**config.mk**
```make
export PLATFORM = sky130hd
export DESIGN_NAME = sdclk_divider
export DESIGN_NICKNAME = d
export VERILOG_FILES = /design/src/rtl/ccd_pkg.sv /design/src/rtl/ccd_rst_sync.sv /design/src/rtl/ccd_cfg_stage.sv /design/src/rtl/ccd_phase_gen.sv /design/src/rtl/sdclk_divider.sv
export SDC_FILE = /design/constraint.sdc
export NUM_CORES = 1
export LEC_CHECK = 0
export BUFFER_PORTS_ARGS = -buffer_cell sky130_fd_sc_hd__buf_4
export CAP_MARGIN = 40
export CORE_AREA = 5 5 69 59
export DETAILED_ROUTE_END_ITERATION = 16
export DIE_AREA = 0 0 74 64
export GPL_ROUTABILITY_DRIVEN = 0
export PLACE_DENSITY = 0.73
export SLEW_MARGIN = 20
export SYNTH_ARGS = -nofsm -noshare
export SYNTH_HDL_FRONTEND = slang
export SYNTH_HIERARCHICAL = 1
export SYNTH_SLANG_ARGS = --single-unit
export TNS_END_PERCENT = 20
```
**constraint.sdc**
```tcl
create_clock -name clk_i -period 1.7 [get_ports clk_i]
set_clock_uncertainty 0.1 [all_clocks]
set_input_delay 0.085 -clock clk_i [delete_from_list [all_inputs] [get_ports clk_i]]
set_output_delay 0.085 -clock clk_i [all_outputs]
set_load 0.1 [all_outputs]
```
**src/rtl/ccd_pkg.sv**
```systemverilog
package ccd_pkg;

  typedef enum logic [1:0] {
    MODE_IDLE = 2'd0,
    MODE_DIV  = 2'd1,
    MODE_THRU = 2'd2
  } ccd_mode_e;

  function automatic ccd_mode_e ccd_mode_of(input logic en, input logic bypass);
    if (!en)        return MODE_IDLE;
    else if (bypass) return MODE_THRU;
    else            return MODE_DIV;
  endfunction

endpackage

```
**src/rtl/ccd_rst_sync.sv**
```systemverilog
module ccd_rst_sync #(
  parameter int STAGES = 2
) (
  input  logic clk_i,
  input  logic rst_ni,
  output logic rst_sync_no
);

  logic [STAGES-1:0] sync_q;

  always_ff @(posedge clk_i or negedge rst_ni) begin
    if (!rst_ni) sync_q <= '0;
    else         sync_q <= {sync_q[STAGES-2:0], 1'b1};
  end

  assign rst_sync_no = sync_q[STAGES-1];

endmodule

```
**src/rtl/ccd_cfg_stage.sv**
```systemverilog
module ccd_cfg_stage
  import ccd_pkg::*;
#(
  parameter int DIV_W = 8
) (
  input  logic             clk_i,
  input  logic             rst_ni,
  input  logic             wr_i,
  input  logic [DIV_W-1:0] div_i,
  input  logic             en_i,
  input  logic             bypass_i,
  input  logic             boundary_i,
  output logic             pend_vld_o,
  output logic             apply_o,
  output logic [DIV_W-1:0] act_div_o,
  output ccd_mode_e        act_mode_o
);

  logic [DIV_W-1:0] pend_div_q;
  ccd_mode_e        pend_mode_q;
  logic             pend_vld_q, pend_vld_d;
  logic [DIV_W-1:0] act_div_q;
  ccd_mode_e        act_mode_q;
  logic             apply;

  assign apply = pend_vld_q && boundary_i;

  always_comb begin
    pend_vld_d = pend_vld_q;
    if (wr_i)       pend_vld_d = 1'b1;
    else if (apply) pend_vld_d = 1'b0;
  end

  always_ff @(posedge clk_i or negedge rst_ni) begin
    if (!rst_ni) pend_vld_q <= 1'b0;
    else         pend_vld_q <= pend_vld_d;
  end

  always_ff @(posedge clk_i or negedge rst_ni) begin
    if (!rst_ni) begin
      pend_div_q  <= '0;
      pend_mode_q <= MODE_IDLE;
    end else if (wr_i) begin
      pend_div_q  <= div_i;
      pend_mode_q <= ccd_mode_of(en_i, bypass_i);
    end
  end

  always_ff @(posedge clk_i or negedge rst_ni) begin
    if (!rst_ni) begin
      act_div_q  <= '0;
      act_mode_q <= MODE_IDLE;
    end else if (apply) begin
      act_div_q  <= pend_div_q;
      act_mode_q <= pend_mode_q;
    end
  end

  assign pend_vld_o = pend_vld_q;
  assign apply_o    = apply;
  assign act_div_o  = act_div_q;
  assign act_mode_o = act_mode_q;

endmodule

```
**src/rtl/ccd_phase_gen.sv**
```systemverilog
module ccd_phase_gen
  import ccd_pkg::*;
#(
  parameter int DIV_W = 8
) (
  input  logic             clk_i,
  input  logic             rst_ni,
  input  logic [DIV_W-1:0] div_i,
  input  ccd_mode_e        mode_i,
  input  logic             apply_i,
  input  logic             pend_vld_i,
  output logic             boundary_o,
  output logic             ce_o,
  output logic             lvl_o,
  output logic             rise_o,
  output logic             fall_o
);

  logic [DIV_W-1:0] cnt_q, cnt_d;
  logic             lvl_q, lvl_d;
  logic             rise_q, rise_d;
  logic             fall_q, fall_d;
  logic             at_end;
  logic             upd_en;

  assign at_end = (cnt_q == div_i);

  // Low-phase end in divide mode, or any cycle outside divide mode.
  assign boundary_o = (mode_i != MODE_DIV) || (!lvl_q && at_end);

  assign ce_o = !pend_vld_i &&
                ((mode_i == MODE_THRU) || (mode_i == MODE_DIV && !lvl_q && at_end));

  assign upd_en = apply_i || (mode_i != MODE_IDLE);

  always_comb begin
    cnt_d  = cnt_q;
    lvl_d  = lvl_q;
    rise_d = 1'b0;
    fall_d = 1'b0;
    if (apply_i) begin
      cnt_d = '0;
      lvl_d = 1'b0;
    end else begin
      unique case (mode_i)
        MODE_THRU: begin
          cnt_d  = '0;
          lvl_d  = 1'b0;
          rise_d = 1'b1;
          fall_d = 1'b1;
        end
        MODE_DIV: begin
          if (at_end) begin
            cnt_d  = '0;
            lvl_d  = ~lvl_q;
            rise_d = ~lvl_q;
            fall_d = lvl_q;
          end else begin
            cnt_d = cnt_q + 1'b1;
          end
        end
        default: begin
          cnt_d = '0;
          lvl_d = 1'b0;
        end
      endcase
    end
  end

  always_ff @(posedge clk_i or negedge rst_ni) begin
    if (!rst_ni) begin
      cnt_q  <= '0;
      lvl_q  <= 1'b0;
      rise_q <= 1'b0;
      fall_q <= 1'b0;
    end else if (upd_en) begin
      cnt_q  <= cnt_d;
      lvl_q  <= lvl_d;
      rise_q <= rise_d;
      fall_q <= fall_d;
    end
  end

  assign lvl_o  = lvl_q;
  assign rise_o = rise_q;
  assign fall_o = fall_q;

endmodule

```
**src/rtl/sdclk_divider.sv**
```systemverilog
module sdclk_divider
  import ccd_pkg::*;
#(
  parameter int DIV_W      = 8,
  parameter int RST_STAGES = 2
) (
  input  logic             clk_i,
  input  logic             rst_ni,
  input  logic             cfg_wr_i,
  input  logic [DIV_W-1:0] cfg_div_i,
  input  logic             cfg_en_i,
  input  logic             cfg_bypass_i,
  output logic             card_ce_o,
  output logic             card_lvl_o,
  output logic             rise_stb_o,
  output logic             fall_stb_o
);

  logic             rst_sync_n;
  logic             pend_vld;
  logic             apply;
  logic             boundary;
  logic [DIV_W-1:0] act_div;
  ccd_mode_e        act_mode;

  ccd_rst_sync #(.STAGES(RST_STAGES)) u_rst (
    .clk_i       (clk_i),
    .rst_ni      (rst_ni),
    .rst_sync_no (rst_sync_n)
  );

  ccd_cfg_stage #(.DIV_W(DIV_W)) u_cfg (
    .clk_i      (clk_i),
    .rst_ni     (rst_sync_n),
    .wr_i       (cfg_wr_i),
    .div_i      (cfg_div_i),
    .en_i       (cfg_en_i),
    .bypass_i   (cfg_bypass_i),
    .boundary_i (boundary),
    .pend_vld_o (pend_vld),
    .apply_o    (apply),
    .act_div_o  (act_div),
    .act_mode_o (act_mode)
  );

  ccd_phase_gen #(.DIV_W(DIV_W)) u_phase (
    .clk_i      (clk_i),
    .rst_ni     (rst_sync_n),
    .div_i      (act_div),
    .mode_i     (act_mode),
    .apply_i    (apply),
    .pend_vld_i (pend_vld),
    .boundary_o (boundary),
    .ce_o       (card_ce_o),
    .lvl_o      (card_lvl_o),
    .rise_o     (rise_stb_o),
    .fall_o     (fall_stb_o)
  );

endmodule

```
==> metrics, run 1 <==
CP dominant cell by count buf_4; CTS root buf clkbuf_8; internal cell power around 0.0018 W; worst path arrival time 2000 ps; clk slew on worst S/H paths about 60 ps; remaining antenna violation count 0; placed insts approximately 210; share of the synthesized area in the top cell type 0.537; Psw roughly 0.00082 W; Final Cycle Share 1.28; Vias around 1200; syn nets about 150; crit-path leading delay family simple AND/OR/NAND/NOR gates; met3 Use GR 0.0423; post-route minimum period 2180 ps; fin util 0.676; clock share of power 0.232; #FFs+latches synth 34; critical path fanouts, max 2; drt drc 0; worst hold slack between 10 and 15 ps; Syn Area/Cell between 10 and 15 um2; DRT Wirelength around 3300 um; PortBufs 16; worst skew pair latency 280 ps; Hold Vio Cnt, Final 0; synth warn 6; chip width roughly 74 um; Final WS setup -481 ps; Hold Crit Class in -> async; total power approximately 0.0026 W; clk buf depth 2; Post-Syn Instances ~130; gr busiest metal met2; Max Freq ~460 MHz; met2 track utilization from global routing 0.232; register share of total power 0.390; M1 GR Usage 0.214; CP endpoint kind output port; multiplexer area fraction after synthesis 0.149; post-synthesis sequential area ratio 0.537; detailed router's first-iteration violation count 95; CTS tree done; Post-synth EDFFs 0; Row Count 19; Compound-Gate Fraction of Synth Area 0.0552; crit-path cells xor2_1, nor4_2, buf_4, buf_4, a41oi_2, nor2_2, buf_12; top_reg_cell synth dfrtp_1; PD cells 1170 nW/um2; Mapped Area roughly 1600 um2; n_diodes 0; dominant cell type by area after synthesis dfrtp_1; top cells by count, synth 34 x dfrtp_1, 12 x nor2_1, 12 x xor2_1, 9 x mux2_2, 9 x mux2_4; Lkg Pwr between 1 and 1.5 nW; initial antenna violation count 0; slowest CP cell dfrtp_1; Starting Density 0.480; first-pass GRT wire length between 5000 and 6000 um; share of layout cells above drive strength 1 0.438; core area ~3300 um2; Worst R2R Setup Slack -460 ps; CP Launch Type flip-flop; VDD IR max just over 0.7 mV; Num Clock Sinks 34; DR vias/cell 5.09; Setup-failing EPs final 23; cell with the most instances after synthesis dfrtp_1; Die Ht between 60 and 70 um; pin count of the biggest net entering global routing 33; CP Class reg -> out; status complete, but fails checks; synth top area cells dfrtp_1 54%, mux2_4 8.5%, xor2_1 6.6%; vias in the first global route 1202; post-synthesis simple-gate area fraction 0.114; failing checks negative setup slack; asr flop ratio synth 1.00; Switching Share 0.313; drt pass-1 iters 4; Critical Path Max Stage Delay ~400 ps; RSZ-0062 raised after global routing true; Post-Synth Adder-Cell Area 0.0316; pre-CTS setup slack -516 ps; DR WL/cell around 14 um; xor/xnor cell area share of the yosys netlist 0.0773; largest family of logic cells by synthesized area multiplexers; WP data required about 1500 ps; count of cell types in the netlist 26; synthesis-to-layout area growth 40.9%; IO Pins 17; gr usage total 0.162; Layout Cells excl Fill roughly 230; max-cap violation count 0; DP Wirelength 2190 um; power share of the combinational group 0.378; buffer and inverter count on the worst path 3; CTS Buf Count 5; Nets around 210; Slew Viols, Final 0; H-tree Lvls 2; die area 4740 um2; GR Overflow Total 0
[flip-flops by register name (all words and copies together) (netlist names)]
register,flops
u_rst/sync_q,2
u_cfg/act_div_o,8
u_cfg/pend_div_q,8
u_cfg/act_mode_o,2
u_cfg/pend_mode_q,2
u_phase/lvl_o,1
u_phase/cnt_q,8
u_cfg/pend_vld_o,1
u_phase/fall_o,1
u_phase/rise_o,1
[per-layer routing]
layer / part of all wire / vias up
met5: 0 / -
met4: 0.032 / 0
met3: 0.047 / 8
met2: 0.48 / 32
met1: 0.44 / 588
li1: - / 562
[layout make-up]
| type | instances | area, um2 |
|---|---|---|
| well taps | 42 | 52.6 |
| clock inverters | 1 | 5.00 |
| clock buffers | 7 | 86.3 |
| repair buffers | 58 | 494 |
| inverters | 8 | 32.5 |
| flip-flops and latches | 34 | 851 |
| multi-input cells | 84 | 712 |
| fillers | 231 | 1070 |
[worst paths after layout]
path,start,end,depth (start not counted)
setup / recovery,u_cfg/act_div_o[1],card_ce_o,7
hold / removal,rst_ni,u_rst/sync_q[0],2
setup reg to reg,u_cfg/act_div_o[1],u_phase/cnt_q[7],11
hold reg to reg,u_rst/sync_q[1],u_cfg/pend_div_q[6],1
max in group asynchronous,u_rst/sync_q[1],u_cfg/pend_div_q[2],1
min in group clk_i,cfg_wr_i,u_cfg/pend_vld_o,2
[worst reg2reg max path: cells and delay by family (launching register included)]
family | cells | cell delay (ps)
AO/OA/AOI/OAI | 1 | 160
XOR/XNOR | 2 | 310
buffers and inverters | 1 | 60
flip-flops | 1 | 400
AND/OR/NAND/NOR | 7 | 1020
[power groups by stage]
| stage | combinational, W | clock (W) | sequential, W |
|---|---|---|---|
| after detailed placement | 0.000836 | 0 | 0.00104 |
| final | 0.000992 | 0.000609 | 0.00102 |
| after global placement | 0.000812 | 0 | 0.00103 |
| after CTS | 0.000948 | 0.000632 | 0.00102 |
| after floorplan | 0.000525 | 0 | 0.00106 |
| after global routing | 0.00107 | 0.000682 | 0.00104 |
[cells in the final DEF, fill, tap and decap left out, types with 3 or more instances in the layout]
cell type and n:
nand4_1 3, nand2_1 7, inv_1 7, nor2_1 11
buf_4 43, nand2_2 3, mux2_4 9, dfrtp_1 34
nand3_1 3, ha_1 4, mux2_2 9, xor2_1 12
clkbuf_8 6, dlygate4sd3_1 12
[per-stage QoR]
step / setup TNS (ps) / area (um2)
global placement: -6280 / 1930
finish: -8180 / 2230
floorplan: -7890 / 1610
CTS: -7780 / 2210
global route: -11180 / 2230
detailed placement: -7730 / 1930
[repair_timing]
item,in CTS,in global routing
setup buffers,4,2
pin swaps,9,4
hold buffers,12,0
resized for setup,9,4
gates cloned,0,0
endpoints found under the setup margin,22,23
hold endpoints to repair,12,0
[logic make-up (layout without fill, tap and decap cells)]
kind of cell / count (synthesis) / in the layout
compound gates: 12 / 12
xor+xnor: 14 / 14
fa+ha+maj: 4 / 4
buf+inv: 10 / 74
flops: 34 / 34
mux: 18 / 18
other cells: 1 / 1
simple gates: 35 / 35
(Power assumes the default switching activity.)
==> inputs of run 2 (changes only) <==
Settings changed: PLACE_DENSITY 0.73 to 0.76, REMOVE_ABC_BUFFERS set to 1.
==> metrics, run 2 (same netlist as run 1, synthesis figures left out) <==
status complete, but fails checks (unchanged); failing checks negative setup slack (unchanged); Hold Crit Class in -> async (unchanged); vias in the first global route 1363 (was 1202); slowest CP cell dfrtp_1 (unchanged); Lkg Pwr 1.14 nW (was 1.07 nW); drt drc 0 (unchanged); post-route minimum period 2270 ps (was 2180 ps); share of layout cells above drive strength 1 0.468 (was 0.438); PD cells 1170 nW/um2 (about the same); Setup-failing EPs final 23 (unchanged); synthesis-to-layout area growth 47.0% (was 40.9%); Area after DPL 1940 um2 (was 1930 um2); worst path arrival time 2340 ps (was 2000 ps); remaining antenna violation count 0 (unchanged); n_diodes 0 (unchanged); pin count of the biggest net entering global routing 25 (was 33); CTS Buf Count 5 (unchanged); DR vias/cell 5.03 (was 5.09); DP Wirelength 2310 um (was 2190 um); Row Count 19 (unchanged); pre-CTS setup slack -662 ps (was -516 ps); worst skew pair latency 280 ps (about the same); PortBufs 16 (unchanged); RSZ-0062 raised after global routing true (unchanged); Starting Density 0.480 (unchanged); GR Overflow Total 0 (unchanged); Vias 1223 (was 1190); Final WS setup -574 ps (was -481 ps); chip width 74 um (unchanged); critical path fanouts, max 3 (was 2); drt pass-1 iters 4 (unchanged); Slew Viols, Final 0 (unchanged); first-pass GRT wire length 6190 um (was 5700 um); cell area after layout 2330 um2 (was 2230 um2); Die Ht 64 um (unchanged); H-tree Lvls 2 (unchanged); Num Clock Sinks 34 (unchanged); clk buf depth 2 (unchanged); Hold Vio Cnt, Final 0 (unchanged); Final Cycle Share 1.34 (was 1.28); die area 4740 um2 (unchanged); most frequent cells in the layout 51 x buf_4, 34 x dfrtp_1, 12 x dlygate4sd3_1, 12 x xor2_1, 10 x nor2_1 (was 43 x buf_4, 34 x dfrtp_1, 12 x dlygate4sd3_1, 12 x xor2_1, 11 x nor2_1); CTS tree done (unchanged); IO Pins 17 (unchanged); Max Freq 440 MHz (was 458 MHz); Critical Path Max Stage Delay 390 ps (was 400 ps); total power 0.00272 W (was 0.00262 W); CTS root buf clkbuf_8 (unchanged); Fillers 207 (was 231); crit-path cells xor2_1, nor4_2, buf_4, nand2_4, o21ai_4, nand2_2, inv_2, nand2b_4, nand4_1, nor2_2, xnor2_1, nor2_1 (was xor2_1, nor4_2, buf_4, buf_4, a41oi_2, nor2_2, buf_12); WP data required 1770 ps (was 1510 ps); core area 3300 um2 (unchanged); DR WL/cell 15.6 um (was 14.3 um); max-cap violation count 0 (unchanged); CP Class reg -> reg (was reg -> out); commonest non-fill, non-tap cell in the layout buf_4 (unchanged); DRT Wirelength 3800 um (was 3350 um); gr usage total 0.173 (was 0.162); CP endpoint kind flip-flop (was output port); clk slew on worst S/H paths 70 ps (was 60 ps); detailed router's first-iteration violation count 50 (was 95); Nets 219 (was 208); VDD IR max 0.879 mV (was 0.704 mV); initial antenna violation count 0 (unchanged); CP Launch Type flip-flop (unchanged)
[run 2: changes by cell type in the layout (fill, tap and decap cells not counted), moves of 2 or more]
| cell | delta |
|---|---|
| buf_4 | +8 |
| buf_6 | +2 |
| inv_2 | +3 |
| nand2_2 | -2 |
| inv_1 | -2 |
[run 2: metrics by stage]
| stage | cells | utilization | TNS [ps] | hold slack, ps |
|---|---|---|---|---|
| global placement | 210 | 0.588 | -8900 | -231 |
| global route | 243 | 0.705 | -11930 | 6.65 |
| CTS | 236 | 0.680 | -9210 | 10.8 |
| detailed placement | 210 | 0.588 | -9580 | -230 |
| floorplan | 126 | - | -12550 | -311 |
| finish | 243 | 0.705 | -9990 | 10.3 |
[run 2: critical path, delay by kind of cell (launching register included)]
| family | cells | cell delay [ps] |
|---|---|---|
| buf+inv | 2 | 220 |
| simple gates | 7 | 960 |
| flops | 1 | 390 |
| compound gates | 1 | 140 |
| xor+xnor | 2 | 330 |
[run 2: cell type report]
class,instances,area [um2],area share
Timing Repair Buffer,69,597,0.256
Inverter,8,30.0,0.0129
Clock buffer,6,82.6,0.0354
Multi-Input combinational cell,84,718,0.308
Sequential cell,34,851,0.365
Tap cell,42,52.6,0.0225
[run 2: worst paths after layout]
kind | from | cells after the start | endpoint | slack, ps
max | u_phase/cnt_q[2] | 12 | u_phase/cnt_q[6] | -570
min | rst_ni | 2 | u_rst/sync_q[0] | 10
max reg2reg | u_phase/cnt_q[2] | 12 | u_phase/cnt_q[6] | -570
min reg2reg | u_rst/sync_q[1] | 0 | u_cfg/act_mode_o[0] | 70
max in group asynchronous | u_rst/sync_q[1] | 1 | u_cfg/pend_div_q[2] | 960
min in group clk_i | cfg_wr_i | 2 | u_cfg/pend_vld_o | 20
[run 2: where the power goes]
part / switching (W) / total (W) / leakage [nW] / internal (W)
combinational: 0.000483 / 0.00111 / 0.673 / 0.000627
sequential: 0.0000919 / 0.00103 / 0.427 / 0.000935
clock: 0.000271 / 0.000583 / 0.0431 / 0.000312
total: 0.000846 / 0.00272 / 1.14 / 0.00187
[run 2: per-layer routing]
metal | vias to the layer above | wire length (um) | global-route usage
met3 | 8 | 167 | 0.0455
met4 | 0 | 48 | 0.0701
met5 | - | 0 | 0
li1 | 577 | - | -
met1 | 602 | 1570 | 0.200
met2 | 36 | 2010 | 0.300
[run 2: repair_timing]
item | 4_1_cts | 5_1_grt
hold buffers | 12 | 0
pin swaps | 16 | 14
setup buffers | 8 | 7
setup endpoints to repair | 23 | 23
gates resized for setup | 13 | 5
endpoints found under the hold margin | 12 | 0
==> inputs of run 3 (changes only) <==
Clock period 1.7 ns to 2.45 ns, I/O delays scaled along.
==> metrics, run 3 (same netlist as run 1, synthesis figures left out) <==
internal cell power 0.00109 W (was 0.00187 W); PD cells 810 nW/um2 (was 1170 nW/um2); PortBufs 16 (unchanged); detailed router's first-iteration violation count 36 (was 50); DR WL/cell 14.5 um (was 15.6 um); drt drc 0 (unchanged); Psw 0.000528 W (was 0.000846 W); worst path arrival time 2390 ps (was 2340 ps); Fillers 270 (was 207); worst skew pair latency 280 ps (about the same); VDD IR max 0.563 mV (was 0.879 mV); CP endpoint kind flip-flop (unchanged); clk buf depth 2 (unchanged); post-route minimum period 2330 ps (was 2270 ps); GR Overflow Total 0 (unchanged); Lkg Pwr 0.934 nW (was 1.14 nW); critical path fanouts, max 5 (was 3); Starting Density 0.480 (unchanged); max-cap violation count 0 (unchanged); DR vias/cell 5.10 (was 5.03); synthesis-to-layout area growth 25.7% (was 47.0%); pin count of the biggest net entering global routing 23 (was 25); CP Class reg -> reg (unchanged); Worst Hold Depth 3; fin util 0.603 (was 0.705); FF/Latch Area 853 um2 (was 851 um2); Die Ht 64 um (unchanged); Area after DPL 1770 um2 (was 1940 um2); H-tree Lvls 2 (unchanged); CTS tree done (unchanged); reg-to-reg startpoint u_phase/cnt_q[2] (unchanged); most frequent cells in the layout 32 x dfrtp_1, 22 x buf_4, 12 x xor2_1, 12 x nor2_1, 11 x dlygate4sd3_1 (was 51 x buf_4, 34 x dfrtp_1, 12 x dlygate4sd3_1, 12 x xor2_1, 10 x nor2_1); setup TNS 0 ps (was -9990 ps); clk slew on worst S/H paths 60 ps (was 70 ps); vias in the first global route 1100 (was 1363); Multi-input gate area 702 um2 (was 718 um2); chip width 74 um (unchanged); HP Start cfg_bypass_i; Max Freq 428 MHz (was 440 MHz); Worst R2R Setup Slack 120 ps (was -570 ps); n_diodes 0 (unchanged); commonest non-fill, non-tap cell in the layout dfrtp_1 (was buf_4); CP Launch Type flip-flop (unchanged); first-pass GRT wire length 5150 um (was 6190 um); initial antenna violation count 0 (unchanged); Vias 1061 (was 1223); gr usage total 0.145 (was 0.173); Hold Vio Cnt, Final 0 (unchanged); status completed (was complete, but fails checks); cell area after layout 1990 um2 (was 2330 um2); DRT Wirelength 3020 um (was 3800 um); Worst Reg-to-Reg Cells 12 (unchanged); RSZ-0062 raised after global routing false (was true); Final Cycle Share 0.953 (was 1.34); remaining antenna violation count 0 (unchanged); WHS Endpoint u_cfg/pend_mode_q[0]; Hold Crit Class in -> reg (was in -> async); power share of the combinational group 0.316 (was 0.408); WP data required 2510 ps (was 1770 ps); share of layout cells above drive strength 1 0.337 (was 0.468); Row Count 19 (unchanged); drt pass-1 iters 4 (unchanged); DP Wirelength 2220 um (was 2310 um); Setup-failing EPs final 0 (was 23); Slew Viols, Final 0 (unchanged); Num Clock Sinks 34 (unchanged); register share of total power 0.448 (was 0.377); IO Pins 17 (unchanged); CTS root buf clkbuf_8 (unchanged); CTS Buf Count 5 (unchanged); Nets 183 (was 219); Switching Share 0.327 (was 0.311); core area 3300 um2 (unchanged); die area 4740 um2 (unchanged); clock share of power 0.236 (was 0.214); CP Launch Point u_phase/cnt_q[2] (unchanged); end of the worst register-to-register path u_phase/cnt_q[6] (unchanged)
run 3: worst max path at each step:
stage / to / slack (ps) / cells past startpoint
detailed placement: u_phase/cnt_q[6] / -120 / 11
global placement: u_phase/cnt_q[7] / 100 / 11
CTS: u_phase/cnt_q[6] / 40 / 11
finish: u_phase/cnt_q[6] / 120 / 12
global route: u_phase/cnt_q[6] / 7 / 11
floorplan: card_ce_o / -160 / 4
run 3: cell type report:
class / instances / area share
Tap cell: 42 / 0.0264
Multi-Input combinational cell: 84 / 0.352
Clock buffer: 5 / 0.0345
Timing Repair Buffer: 33 / 0.138
Inverter: 8 / 0.0151
Sequential cell: 34 / 0.428
Clock inverter: 2 / 0.00503
run 3: critical path: stages (launching register included):
cell      delay, ps
dfrtp_1         440
xor2_1          190
nor4_2          250
buf_4           160
nand2_2          60
o21ai_2         170
nand2_2          90
inv_1            80
nand2b_4        140
nand4_1         150
nor2_1          170
xnor2_1         140
nor2_1           60
run 3: layer usage:
metal,GRT usage,routed length [um],vias to the layer above
li1,-,-,506
met1,0.180,1300,526
met2,0.231,1550,27
met3,0.0517,150,2
met4,0.0543,23,0
met5,0,0,-
run 3: timing repair:
| action | in CTS | in global routing |
|---|---|---|
| pin swaps | 1 | 4 |
| resized for setup | 2 | 4 |
| setup buffers | 1 | 1 |
| endpoints found under the hold margin | 11 | 0 |
| endpoints found under the setup margin | 7 | 5 |
| hold buffers | 11 | 0 |
run 3: power groups by stage:
stage               Sequential [W]  Clock (W)  Combinational [W]
finish                    0.000723   0.000381           0.000511
global route              0.000733   0.000420           0.000548
CTS                       0.000723   0.000397           0.000494
detailed placement        0.000734          0           0.000461
global placement          0.000727          0           0.000441
floorplan                 0.000738          0           0.000329
run 3: per-stage QoR:
stage | power [W] | setup slack (ps) | std cells | hold WS [ps]
after floorplan | 0.00107 | -158 | 126 | -273
after global placement | 0.00117 | 97.5 | 188 | -194
after detailed placement | 0.00119 | -115 | 188 | -193
after CTS | 0.00162 | 44.4 | 207 | 29.2
after global routing | 0.00170 | 6.92 | 208 | 42.8
final | 0.00161 | 116 | 208 | 36.6
